## config.mk

```make
export PLATFORM = sky130hd
export DESIGN_NAME = mgs_sample_select
export DESIGN_NICKNAME = d
export VERILOG_FILES = /design/src/rtl/mgs_pkg.sv /design/src/rtl/mgs_sat_detect.sv /design/src/rtl/mgs_pick.sv /design/src/rtl/mgs_sample_select.sv
export SDC_FILE = /design/constraint.sdc
export NUM_CORES = 1
export LEC_CHECK = 0
export BUFFER_PORTS_ARGS = -buffer_cell sky130_fd_sc_hd__buf_2
export CAP_MARGIN = 20
export CORE_ASPECT_RATIO = 1.75
export CORE_UTILIZATION = 28
export CTS_CLUSTER_DIAMETER = 200
export CTS_CLUSTER_SIZE = 10
export DETAILED_ROUTE_END_ITERATION = 12
export PLACE_DENSITY = 0.62
export SYNTH_ARGS = -nofsm -noshare
export SYNTH_HDL_FRONTEND = slang
export SYNTH_SLANG_ARGS = --single-unit
```

## constraint.sdc

```tcl
create_clock -name clk -period 3.46 [get_ports clk]
set_clock_uncertainty 0.15 [all_clocks]
set_input_delay 0.865 -clock clk [delete_from_list [all_inputs] [get_ports clk]]
set_output_delay 0.865 -clock clk [all_outputs]
set_load 0.02 [all_outputs]
```

## src/rtl/mgs_pkg.sv

```systemverilog
package mgs_pkg;

    typedef enum logic [1:0] {
        GAIN_HI  = 2'd0,
        GAIN_MID = 2'd1,
        GAIN_LO  = 2'd2
    } gain_e;

endpackage

```

## src/rtl/mgs_sat_detect.sv

```systemverilog
module mgs_sat_detect #(
    parameter int ADC_W  = 14,
    parameter int N_GAIN = 3
) (
    input  logic [N_GAIN*ADC_W-1:0] codes_flat,
    input  logic [ADC_W-1:0]        thresh,
    output logic [N_GAIN-1:0]       sat
);

    // One comparator per gain lane
    for (genvar g = 0; g < N_GAIN; g++) begin : g_lane
        assign sat[g] = (codes_flat[g*ADC_W +: ADC_W] >= thresh);
    end

endmodule

```

## src/rtl/mgs_pick.sv

```systemverilog
module mgs_pick #(
    parameter int OUT_W  = 12,
    parameter int N_GAIN = 3,
    localparam int IDX_W = (N_GAIN > 1) ? $clog2(N_GAIN) : 1
) (
    input  logic [N_GAIN-1:0]       sat,
    input  logic [N_GAIN*OUT_W-1:0] trunc_flat,
    output logic [IDX_W-1:0]        sel_idx,
    output logic [OUT_W-1:0]        sel_val,
    output logic                    all_sat
);

    always_comb begin
        all_sat = &sat;
        sel_idx = IDX_W'(N_GAIN - 1);
        // lower index = higher gain = higher priority
        for (int i = N_GAIN - 1; i >= 0; i--) begin
            if (!sat[i]) sel_idx = IDX_W'(i);
        end
        sel_val = '0;
        for (int i = 0; i < N_GAIN; i++) begin
            if (sel_idx == IDX_W'(i)) sel_val = trunc_flat[i*OUT_W +: OUT_W];
        end
        if (all_sat) sel_val = '1;
    end

endmodule

```

## src/rtl/mgs_sample_select.sv

```systemverilog
module mgs_sample_select #(
    parameter int ADC_W = 14,
    parameter int OUT_W = 12
) (
    input  logic             clk,
    input  logic             rst_n,
    input  logic [ADC_W-1:0] ovl_thresh,
    input  logic             in_valid,
    input  logic [ADC_W-1:0] code_hi,
    input  logic [ADC_W-1:0] code_mid,
    input  logic [ADC_W-1:0] code_lo,
    output logic             out_valid,
    output logic [OUT_W-1:0] out_value,
    output logic [1:0]       out_gain,
    output logic             ovf_sticky
);

    import mgs_pkg::*;

    localparam int N_GAIN = 3;
    localparam int DROP   = ADC_W - OUT_W;

    typedef struct packed {
        logic             vld;
        logic [OUT_W-1:0] val;
        logic [1:0]       gain;
        logic             ovf;
    } state_t;

    state_t state_d, state_q;

    logic [N_GAIN*ADC_W-1:0] codes_flat;
    logic [N_GAIN*OUT_W-1:0] trunc_flat;
    logic [N_GAIN-1:0]       sat;
    logic [1:0]              pick_idx;
    logic [OUT_W-1:0]        pick_val;
    logic                    pick_all_sat;

    assign codes_flat = {code_lo, code_mid, code_hi};
    assign trunc_flat = {code_lo[ADC_W-1:DROP], code_mid[ADC_W-1:DROP], code_hi[ADC_W-1:DROP]};

    mgs_sat_detect #(
        .ADC_W (ADC_W),
        .N_GAIN(N_GAIN)
    ) u_sat (
        .codes_flat(codes_flat),
        .thresh    (ovl_thresh),
        .sat       (sat)
    );

    mgs_pick #(
        .OUT_W (OUT_W),
        .N_GAIN(N_GAIN)
    ) u_pick (
        .sat       (sat),
        .trunc_flat(trunc_flat),
        .sel_idx   (pick_idx),
        .sel_val   (pick_val),
        .all_sat   (pick_all_sat)
    );

    always_comb begin
        state_d     = state_q;
        state_d.vld = in_valid;
        if (in_valid) begin
            state_d.val  = pick_val;
            state_d.gain = pick_idx;
            if (pick_all_sat) state_d.ovf = 1'b1;
        end
    end

    always_ff @(posedge clk) begin
        if (!rst_n) state_q <= '0;
        else        state_q <= state_d;
    end

    assign out_valid  = state_q.vld;
    assign out_value  = state_q.val;
    assign out_gain   = state_q.gain;
    assign ovf_sticky = state_q.ovf;

    AST_RESET_CLEAN: assert property (@(posedge clk) !rst_n |=> (!out_valid && !ovf_sticky));
    AST_HI_PICK: assert property (@(posedge clk) disable iff (!rst_n)
        (in_valid && code_hi < ovl_thresh) |=>
        (out_gain == GAIN_HI && out_value == $past(code_hi[ADC_W-1:DROP])));
    AST_CLAMP: assert property (@(posedge clk) disable iff (!rst_n)
        (in_valid && code_hi >= ovl_thresh && code_mid >= ovl_thresh && code_lo >= ovl_thresh) |=>
        (out_gain == GAIN_LO && &out_value && ovf_sticky));
    AST_OVF_STICKY: assert property (@(posedge clk) disable iff (!rst_n)
        ovf_sticky |=> ovf_sticky);
    AST_VALID_FOLLOW: assert property (@(posedge clk) disable iff (!rst_n)
        in_valid |=> out_valid);
    AST_NO_SPURIOUS: assert property (@(posedge clk) disable iff (!rst_n)
        !in_valid |=> !out_valid);
    AST_HOLD: assert property (@(posedge clk) disable iff (!rst_n)
        !in_valid |=> ($stable(out_value) && $stable(out_gain)));

endmodule

```

* After elaboration in Yosys (flattened, before gate mapping)
Cells that the tools add are included.
** Operators by class
- Magnitude comparators :: 3
- Equal/unequal tests :: 2
- Multiplexer cells :: 6
- Reduce and logical (&&, ||, !) cells :: 3
** Operators with widths (number)
- 2-to-1 mux 12 bit :: 4
- >= comparator 14 bit :: 3
- 2-to-1 mux 2 bit :: 2
- AND reduction 4 bit :: 1
- AND reduction 3 bit :: 1
- equality test 2 x 1 -> 1 bit (second input constant) :: 1
- equality test 2 bit (second input constant) :: 1
- logical NOT 2 bit :: 1
** Storage, ports and cells
- Register bits :: 16
- Bits of input ports :: 59
- Output and inout port bits :: 16
- Word-level logic and storage cells :: 18

* Depth between registers and ports, before layout
Gate-level depths: netlist (run 1).
- Depth after elaboration :: 8
- Mapped depth :: 11
- Gate-level depth less buffers :: 9

* Cells and area by module
From an unflattened synthesis (run 1), not the netlist that was laid out.
** Second synthesis, totals
- Cells, all modules :: 224
- Area, all modules :: 1894.3 um^2
** By module, submodules not included
- mgs_sat_detect :: times used 1, cells each 118, area an instance 938.4 um^2, sequential area each 0.0 um^2
- mgs_sample_select :: times used 1, cells each 50, area an instance 601.8 um^2, sequential area each 320.3 um^2
- mgs_pick :: times used 1, cells each 56, area an instance 354.1 um^2, sequential area each 0.0 um^2

* Least setup slack after synthesis (run 1)
OpenSTA, ideal clock, no wires.
- Kind :: input-to-reg
- Start :: input ovl_thresh[3]
- End :: register state_q, in the netlist out_value[4]
- Library setup time :: 0.123 ns
- Data arrival time :: 2.865 ns
- Data required time :: 3.187 ns
- Setup slack :: 0.322 ns
- Stages on the path :: 10
- Path buffers :: 1
- Path through :: inv_1 > ha_1 > a211o_1 > o211ai_2 > o211ai_2 > a221oi_4 > buf_6 > mux2_2 > a222oi_1 > nand2_1
** On the way
- Cells in the longest elaborated chain, start to end :: 8
- Elaborated cells between the ends (all ways) :: 13
- Those cells by class :: order compare (3); eq/ne (2); mux (6); reduce/logical (2)
** Ends and longest elaborated chain
- start: declaration :: RTL line mgs_sample_select.sv:7 : input logic [ADC_W-1:0] ovl_thresh,
- >= comparator 14 bit :: RTL line mgs_sat_detect.sv:12 : assign sat[g] = (codes_flat[g*ADC_W +: ADC_W] >= thresh);
- 2-to-1 mux 2 bit (2 in a row) :: RTL line mgs_pick.sv:18 : if (!sat[i]) sel_idx = IDX_W'(i);
- logical NOT 2 bit :: RTL line mgs_pick.sv:22 : if (sel_idx == IDX_W'(i)) sel_val = trunc_flat[i*OUT_W +: OUT_W];
- 2-to-1 mux 12 bit (3 in a row) :: RTL line mgs_pick.sv:22
- 2-to-1 mux 12 bit (*) :: RTL line mgs_pick.sv:24 : if (all_sat) sel_val = '1;
- end signal: assignment :: RTL line mgs_sample_select.sv:74 : else state_q <= state_d;
- end: declaration :: RTL line mgs_sample_select.sv:30 : state_t state_d, state_q;
Every way passes the cells marked *; elsewhere a longest branch is shown, timed or not.
A chain may end at the register's enable or synchronous reset.

* Final worst setup path (run 1)
- Start :: input ovl_thresh[3]
- End :: register state_q, in the netlist out_value[5]
Same word-level chain as after synthesis.

==> results of run 1 <==
-- metrics by stage --
stage | util, % | area (um2) | total power [mW] | cells
2_1_floorplan | - | 1700 | 0.387 | 189
3_3_place_gp | 36.6 | 2150 | 0.484 | 338
3_5_place_dp | 36.6 | 2150 | 0.490 | 338
6_report | 37.5 | 2210 | 0.646 | 342
4_1_cts | 37.5 | 2210 | 0.654 | 342
5_1_grt | 37.5 | 2210 | 0.694 | 342
-- routing by layer --
layer / part of all wire, % / routed length (um) / global-route usage [%] / vias to the layer above
met5: 0 / 0 / 0 / -
met3: 5.5 / 277 / 2.60 / 14
met4: 4.2 / 210 / 8.44 / 0
li1: - / - / - / 868
met1: 37 / 1870 / 16.8 / 749
met2: 53 / 2680 / 30.1 / 80
-- state kept, by name, indices dropped and copies added, names as in the netlist --
signal,flops
ovf_sticky,1
out_value,12
out_gain,2
out_valid,1
-- cell families after synthesis --
kind of cell / count (synthesis) / share of synthesized area (%)
AO/OA/AOI/OAI: 49 / 23.3
AND/OR/NAND/NOR: 43 / 12.0
adder cells (fa/ha/maj): 42 / 30.9
buffers and inverters: 26 / 6.41
flip-flops: 16 / 18.9
multiplexers: 13 / 8.54
-- where the power goes --
part | total, mW | switching [mW] | internal, mW
clock network | 0.163 | 0.0618 | 0.101
registers | 0.215 | 0.0112 | 0.204
logic | 0.268 | 0.146 | 0.121
total | 0.646 | 0.219 | 0.426
-- worst reg2reg max path, stage by stage, from the launching register on --
cell	delay, ps
dfxtp_1	330
a222oi_1	310
nand2_1	80
-- cells in the mapped netlist (4+ instances only) --
cell type	instances	area share, %
a21oi_1	12	3.5
nand4_1	6	2.2
o21ai_0	5	1.5
mux2_2	10	6.6
a21o_1	4	1.8
dfxtp_1	16	19
inv_1	21	4.6
nand2_1	20	4.4
nor2b_1	4	1.5
ha_1	42	31
nor2_1	4	0.88
a222oi_1	11	6.5
-- worst paths after layout --
kind	startpoint	to	cells past startpoint
setup / recovery	ovl_thresh[3]	out_value[5]$_SDFFE_PN0P_	11
hold / removal	out_value[9]$_SDFFE_PN0P_	out_value[9]$_SDFFE_PN0P_	2
hold reg to reg	out_value[9]$_SDFFE_PN0P_	out_value[9]$_SDFFE_PN0P_	2
setup reg to reg	out_value[6]$_SDFFE_PN0P_	out_value[6]$_SDFFE_PN0P_	2
-- layout make-up --
cell class | count | area [um2]
Tap cell | 78 | 97.6
Multi-Input combinational cell | 147 | 1270
Clock buffer | 4 | 55.1
Timing Repair Buffer | 76 | 385
Sequential cell | 16 | 320
Fill cell | 651 | 3670
Inverter | 21 | 78.8
==> summary.md, run 1 <==
| Metric | Value |
|---|---|
| Most common cell after layout, fill and taps aside | `buf_2` |
| DP Wirelength | `4460 um` |
| Total track usage | `16.5%` |
| PwrDens | `292 nW/um2` |
| I/O pin cnt | `75` |
| Synthesized area per cell | `8.99 um2` |
| Commonest cells after routing, fill and taps aside | `buf_2 (74), ha_1 (42), inv_1 (21)` |
| Synth Flop Type | `dfxtp_1` |
| # setup viols final | `0` |
| CP most frequent cell | `o211ai_2` |
| Largest net degree at the start of global routing | `13` |
| Final hold vios | `0` |
| Post-synth cell types | `33` |
| Maximum vdd drop | `140 uV` |
| Place WS | `about 160 ps` |
| Synth-to-Final Area Change | `29.9%` |
| FMAX | `330 MHz` |
| Slew Limit Fails | `0` |
| H-tree levels | `1` |
| CTS Hold Buffers Added | `0` |
| Routed WL | `5040 um` |
| Yosys Warn Count | `0` |
| # nets final | `366` |
| Fraction of layout cells with a size suffix above 1 | `36.0%` |
| Die width | `between 60 and 70 um` |
| Clk_lat worst skew | `between 200 and 300 ps` |
| Final worst slack | `around 430 ps` |
| TritonRoute pass-1 iters | `5` |
| CTS tree | `built` |
| Status | `completed` |
| Leakage power | `1.21 nW` |
| Clk sinks | `16` |
| Clock buffer depth | `2` |
| Final ANT Viol Nets | `0` |
| Hold_ws | `324 ps` |
| Setup TNS | `0 ps` |
| RSZ-0062 raised after global routing | `no` |
| Async S/R FF share, synth | `0%` |
| CP Capture Type | `flip-flop` |
| Final Cycle Share | `approximately 88%` |
| Post CTS Setup Buffer Count | `0` |
| Max FO, Critical Path | `10` |
| Worst-Margin Slew | `838 ps` |
| GRT Residual Overflow | `0` |
| Wire length of the first global-routing pass | `7750 um` |
| Core area | `approximately 6000 um2` |
| Max_slew headroom | `between 40 and 50%` |
| Initial Utilization | `28.9%` |
| WP data required | `3430 ps` |
| # rows | `37` |
| Crit Path Category | `primary input to flip-flop` |
| # Max-Cap Violations | `0` |
| WP buf/inv | `3` |
| CTS clock-pin slew for the worst setup and hold paths | `60 ps` |
| Final Wtd Congestion | `0.871` |
| CTS resizes | `0` |
| # DRC | `0` |
| Worst reg2reg setup slack | `between 2000 and 2500 ps` |
| Sequential element share of the synthesized area | `18.9%` |
| CP max stage delay | `340 ps` |
| Via count | `1711` |
| Buffers on Ports | `74` |
| Yosys reg bits | `16` |
| CP arrival | `3000 ps` |
| Startpoint types | `primary input` |
| Number of global-route vias before repair | `around 1700` |
| Crit path max-delay family | `compound AO/OA/AOI/OAI gates` |
| Cts bufs inserted | `3` |
| Syn nets | `290` |
| CP cell instances | `buf_2, inv_1, ha_1, a211o_1, o211ai_2, o211ai_2, a221oi_4, buf_4, mux2_2, a222oi_1, nand2_1` |
| Synth Instances | `189` |
| Die H | `105 um` |
| Antenna violations before repair | `0` |
| Initial drt markers | `71` |
| WL/cell | `14.7 um` |
| Slowest CP cell | `mux2_2` |
| Min-Delay Path Class | `flip-flop to flip-flop` |
| Root buf cell | `clkbuf_8` |
| Mapped Area | `1700 um2` |
| Drt via density | `5.00` |
| Total die area | `6400 um2` |
| Number of synthesized flops with an enable pin | `0` |
| Antenna Cells | `0` |
| Minimum clock period | `3030 ps` |
Power figures use the tool's default switching activity.
==> run 2: changes to the inputs <==
--- a/config.mk
+++ b/config.mk
@@ -12,7 +12,8 @@
 export CTS_CLUSTER_DIAMETER = 200
 export CTS_CLUSTER_SIZE = 10
 export DETAILED_ROUTE_END_ITERATION = 12
-export PLACE_DENSITY = 0.62
+export PLACE_DENSITY = 0.64
+export SKIP_LAST_GASP = 1
 export SYNTH_ARGS = -nofsm -noshare
 export SYNTH_HDL_FRONTEND = slang
 export SYNTH_SLANG_ARGS = --single-unit
==> constraint.sdc (replaced) <==
create_clock -name clk -period 2.6 [get_ports clk]
set_clock_uncertainty 0.15 [all_clocks]
set_input_delay 0.65 -clock clk [delete_from_list [all_inputs] [get_ports clk]]
set_output_delay 0.65 -clock clk [all_outputs]
set_load 0.02 [all_outputs]
==> run 2 against run 1 <==
- the flow now finishes with violations (negative setup slack)
- combinational power increased by 75%
- critical path depth increased by 1
- non-clock buffer count increased by 42
- first-iteration DRC count increased by 87%
- count of clock-buffer cells in the layout unchanged
- die area unchanged
- design area increased by 21%
- core utilization increased by 7.8 points
- sequential power increased by 33%
- critical path type unchanged
- largest cell class unchanged
- largest power group unchanged
==> summary.md, run 2 (synthesis results as in run 1) <==
| Metric | Value |
|---|---|
| Violated checks | `negative setup slack` |
| Via count | `about 1900` |
| Maximum vdd drop | `194 uV` |
| Clk sinks | `16` |
| Initial Utilization | `28.9%` |
| Clock buffer depth | `2` |
| Largest net degree at the start of global routing | `13` |
| # rows | `37` |
| Hold EP | `out_value[9]$_SDFFE_PN0P_` |
| Drt via density | `5.04` |
| Final worst slack | `-110 ps` |
| CTS clock-pin slew for the worst setup and hold paths | `60 ps` |
| Status | `complete, but fails checks` |
| Crit Path Category | `primary input to flip-flop` |
| Final hold vios | `0` |
| Final ANT Viol Nets | `0` |
| Routed WL | `5670 um` |
| CTS tree | `built` |
| Cts bufs inserted | `3` |
| WP data required | `2590 ps` |
| RSZ-0062 raised after global routing | `yes` |
| Grt peak-use layer | `met2` |
| Die H | `roughly 110 um` |
| R2r worst-path depth | `2` |
| Root buf cell | `clkbuf_8` |
| GRT Residual Overflow | `0` |
| Buffers on Ports | `74` |
| CTS Hold Buffers Added | `0` |
| TritonRoute pass-1 iters | `5` |
| # Max-Cap Violations | `0` |
| Startpoint types | `primary input` |
| Min-Delay Path Class | `flip-flop to flip-flop` |
| Slew Limit Fails | `0` |
| Min-delay src | `out_value[9]$_SDFFE_PN0P_` |
| # setup viols final | `12` |
| Place WS | `-466 ps` |
| Antenna Cells | `0` |
| Area of the multi-input gates | `1350 um2` |
| I/O pin cnt | `between 70 and 80` |
| Leakage power | `1.47 nW` |
| # nets final | `408` |
| Minimum clock period | `about 2700 ps` |
| Met1 Use GR | `17.6%` |
| Worst-Margin Slew | `about 320 ps` |
| Antenna violations before repair | `0` |
| Fraction of layout cells with a size suffix above 1 | `47.4%` |
| RR Startpoint | `out_value[3]$_SDFFE_PN0P_` |
| FMAX | `369 MHz` |
| H-tree levels | `1` |
| Max_slew headroom | `78.6%` |
| DP Wirelength | `4680 um` |
| PwrDens | `366 nW/um2` |
| CP Capture Type | `flip-flop` |
| Final Cycle Share | `104%` |
| CP arrival | `2700 ps` |
| Reg area | `320 um2` |
| Initial drt markers | `roughly 130` |
| Met2 GRT Util | `34.5%` |
| Die width | `approximately 60 um` |
| Max FO, Critical Path | `7` |
| # DRC | `0` |
| Reg-to-Reg End | `out_value[3]$_SDFFE_PN0P_` |
| WL/cell | `14.8 um` |
| Hold depth | `2` |
| Final Wtd Congestion | `between 0.8 and 0.9` |
| Power after layout | `roughly 0.98 mW` |
| Total track usage | `roughly 19%` |
| Core area | `5880 um2` |
| Total die area | `~6400 um2` |
| Wire length of the first global-routing pass | `8690 um` |
| Most common cell after layout, fill and taps aside | `buf_2` |
| Number of global-route vias before repair | `1936` |
| Worst reg2reg setup slack | `1610 ps` |
| GR met3 Demand/Resource | `under 10%` |
| Layout fillers | `between 500 and 600` |
| Clk_lat worst skew | `250 ps` |
| Synth-to-Final Area Change | `56.9%` |
| Max FFs per register | `12` |
| Commonest cells after routing, fill and taps aside | `buf_2 (72), ha_1 (40), buf_4 (40)` |
run 2: changes by cell type in the layout (fill, tap and decap cells not counted), sizes merged:
cell / delta
buf: +42
run 2: worst max path at each step:
stage                       start                    endpoint  depth (start not counted)
floorplan             code_mid[3]  out_value[11]$_SDFFE_PN0P_                          9
global placement    ovl_thresh[3]   out_value[0]$_SDFFE_PN0P_                         11
detailed placement  ovl_thresh[3]   out_value[3]$_SDFFE_PN0P_                         11
CTS                 ovl_thresh[3]   out_value[5]$_SDFFE_PN0P_                         12
global route        ovl_thresh[3]   out_value[2]$_SDFFE_PN0P_                         11
finish              ovl_thresh[3]   out_value[9]$_SDFFE_PN0P_                         12
run 2: what timing repair did:
item / 4_1_cts / 5_1_grt
resized for setup: 17 / 5
endpoints found under the setup margin: 12 / 13
setup buffers: 3 / 5
pin swaps: 17 / 10
gates cloned: 1 / 0
run 2: worst max-delay path, cell delays in order:
cell	delay (ps)
buf_8	110
inv_12	50
ha_4	180
a211o_1	300
o211ai_2	70
o211ai_2	130
a221oi_4	310
buf_6	200
buf_4	130
mux2_4	300
mux2i_4	180
o211ai_2	90
run 2: per-layer routing:
layer  vias up  part of all wire (%)
met5         -                     0
met4         0                   5.2
met3        22                   5.2
met2        94                    54
met1       864                    35
li1        954                     -
run 2: area by class of cell:
class	instances	share of cell area, %
Multi-Input combinational cell	147	50.7
Timing Repair Buffer	118	28.1
Sequential cell	16	12.0
Tap cell	78	3.66
Inverter	21	3.43
Clock buffer	4	2.06
run 2: metrics by stage:
step	util, %	hold slack, ps	cell area (um2)	cells	TNS [ps]
final	45.4	322	2670	384	-872
after floorplan	-	412	1740	189	-1910
after CTS	45.3	337	2660	381	-579
after global placement	42.5	314	2500	373	-4790
after global routing	45.4	354	2670	384	-2150
after detailed placement	42.5	323	2500	373	-5480
run 2: power by group:
part | switching [mW] | internal (mW) | total (mW) | leakage [nW]
Sequential | 0.0140 | 0.271 | 0.285 | 0.132
Combinational | 0.227 | 0.243 | 0.470 | 1.31
Clock | 0.0872 | 0.135 | 0.222 | 0.0288
==> run 3: changes to the inputs <==
--- a/config.mk
+++ b/config.mk
@@ -13,6 +13,7 @@
 export CTS_CLUSTER_SIZE = 10
 export DETAILED_ROUTE_END_ITERATION = 12
 export PLACE_DENSITY = 0.64
+export RECOVER_POWER = 50
 export SKIP_LAST_GASP = 1
 export SYNTH_ARGS = -nofsm -noshare
 export SYNTH_HDL_FRONTEND = slang
==> run 3 against run 2 <==
- the flow still finishes with violations (negative setup slack)
- design area down 0.42%
- largest power group unchanged
- highest routed layer unchanged
- non-clock buffer count unchanged
- register-to-register slack better by 20 ps
- critical path type unchanged
==> summary.md, run 3 (synthesis results as in run 1) <==
| Metric | Value |
|---|---|
| Startpoint types | `primary input` |
| Final Wtd Congestion | `0.898` |
| Most common cell after layout, fill and taps aside | `buf_2` |
| Min-Delay Path Class | `flip-flop to flip-flop` |
| Maximum vdd drop | `193 uV` |
| Die width | `60.9 um` |
| Leakage power | `1.44 nW` |
| FMAX | `between 300 and 400 MHz` |
| Routed WL | `between 5000 and 6000 um` |
| CP Capture Type | `flip-flop` |
| Violated checks | `negative setup slack` |
| I/O pin cnt | `75` |
| CTS Hold Buffers Added | `0` |
| Initial Utilization | `28.9%` |
| Total track usage | `18.5%` |
| Antenna Cells | `0` |
| Cts bufs inserted | `3` |
| Number of global-route vias before repair | `1936` |
| Root buf cell | `clkbuf_8` |
| Worst reg2reg setup slack | `1630 ps` |
| Hold depth | `2` |
| Clk_lat worst skew | `250 ps` |
| # nets final | `408` |
| Synth-to-Final Area Change | `56.3%` |
| Antenna violations before repair | `0` |
| Final std cells w/o fill | `~380` |
| RSZ-0062 raised after global routing | `yes` |
| WP data required | `2590 ps` |
| Wire length of the first global-routing pass | `8690 um` |
| Status | `complete, but fails checks` |
| Clock buffer depth | `2` |
| # setup viols final | `12` |
| Final worst slack | `-111 ps` |
| Max FFs per register | `12` |
| Initial drt markers | `127` |
| DP Cell Count | `between 300 and 400` |
| Clk sinks | `16` |
| Fraction of layout cells with a size suffix above 1 | `44.4%` |
| # rows | `37` |
| Hold_ws | `roughly 330 ps` |
| Buffers on Ports | `74` |
| CTS clock-pin slew for the worst setup and hold paths | `60 ps` |
| Worst-Margin Slew | `318 ps` |
| Core area | `approximately 5900 um2` |
| Layout fillers | `605` |
| Reg area | `320 um2` |
| Via count | `approximately 1900` |
| Max_slew headroom | `78.6%` |
| Minimum clock period | `2710 ps` |
| Final Cycle Share | `104%` |
| CTS tree | `built` |
| R2r worst-path depth | `2` |
| Reg-to-Reg End | `out_value[6]$_SDFFE_PN0P_` |
| RR Startpoint | `out_value[6]$_SDFFE_PN0P_` |
| H-tree levels | `1` |
| Max FO, Critical Path | `7` |
| Die H | `105 um` |
| Crit Path Category | `primary input to flip-flop` |
| Slew Limit Fails | `0` |
| Drt via density | `5.04` |
| Commonest cells after routing, fill and taps aside | `buf_2 (63), ha_1 (40), buf_4 (40)` |
| Final ANT Viol Nets | `0` |
| Place WS | `-466 ps` |
| Total die area | `6400 um2` |
| CP arrival | `~2700 ps` |
| Final instance area | `around 2700 um2` |
| DP Wirelength | `4680 um` |
| Hold EP | `out_value[9]$_SDFFE_PN0P_` |
| GRT Residual Overflow | `0` |
| WL/cell | `14.8 um` |
| Min-delay src | `out_value[9]$_SDFFE_PN0P_` |
| # Max-Cap Violations | `0` |
| Area of placed instances | `2500 um2` |
| PwrDens | `367 nW/um2` |
| Largest net degree at the start of global routing | `13` |
| Final hold vios | `0` |
| # DRC | `0` |
| TritonRoute pass-1 iters | `5` |
| Setup TNS | `-876 ps` |
| Area of the multi-input gates | `1350 um2` |
-- run 3: final cells by class --
cell class	count	area share [%]
repair buffers	118	27.8
well taps	78	3.68
flip-flops and latches	16	12.1
multi-input cells	147	50.9
clock buffers	4	2.07
inverters	21	3.44
-- run 3: worst max-delay path by stage --
stage / start / endpoint / slack, ps / cells after the start
floorplan: code_mid[3] / out_value[11]$_SDFFE_PN0P_ / -230 / 9
global placement: ovl_thresh[3] / out_value[0]$_SDFFE_PN0P_ / -420 / 11
detailed placement: ovl_thresh[3] / out_value[3]$_SDFFE_PN0P_ / -470 / 11
CTS: ovl_thresh[3] / out_value[5]$_SDFFE_PN0P_ / -110 / 12
global route: ovl_thresh[3] / out_value[2]$_SDFFE_PN0P_ / -230 / 11
finish: ovl_thresh[3] / out_value[9]$_SDFFE_PN0P_ / -110 / 12
-- run 3: timing repair --
item / 4_1_cts / 5_1_grt
endpoints found under the setup margin: 12 / 13
pin swaps: 17 / 10
cloned: 1 / 0
resized for setup: 17 / 5
buffers inserted: 3 / 5
-- run 3: per-layer routing --
| layer | share of wire (%) | track usage, % |
|---|---|---|
| met5 | 0 | 0 |
| met4 | 5.6 | 10.9 |
| met3 | 5.6 | 3.09 |
| met2 | 54 | 34.5 |
| met1 | 35 | 17.6 |
-- run 3: per-stage QoR --
step           utilization (%)  power, mW
4_1_cts                   45.3      0.988
3_5_place_dp              42.5      0.718
3_3_place_gp              42.5      0.710
6_report                  45.2      0.974
5_1_grt                   45.2       1.04
2_1_floorplan                -      0.524
-- run 3: where the power goes --
group / switching, mW / leakage (nW) / internal (mW) / total (mW)
clock network: 0.0864 / 0.0288 / 0.134 / 0.221
logic: 0.227 / 1.28 / 0.240 / 0.467
registers: 0.0149 / 0.132 / 0.271 / 0.286
total: 0.328 / 1.44 / 0.645 / 0.974
-- run 3: worst max-delay path, cell delays in order --
cell	delay, ps
buf_8	110
inv_12	50
ha_4	180
a211o_1	300
o211ai_2	70
o211ai_2	130
a221oi_4	310
buf_6	200
buf_4	130
mux2_4	300
mux2i_4	180
o211ai_2	90
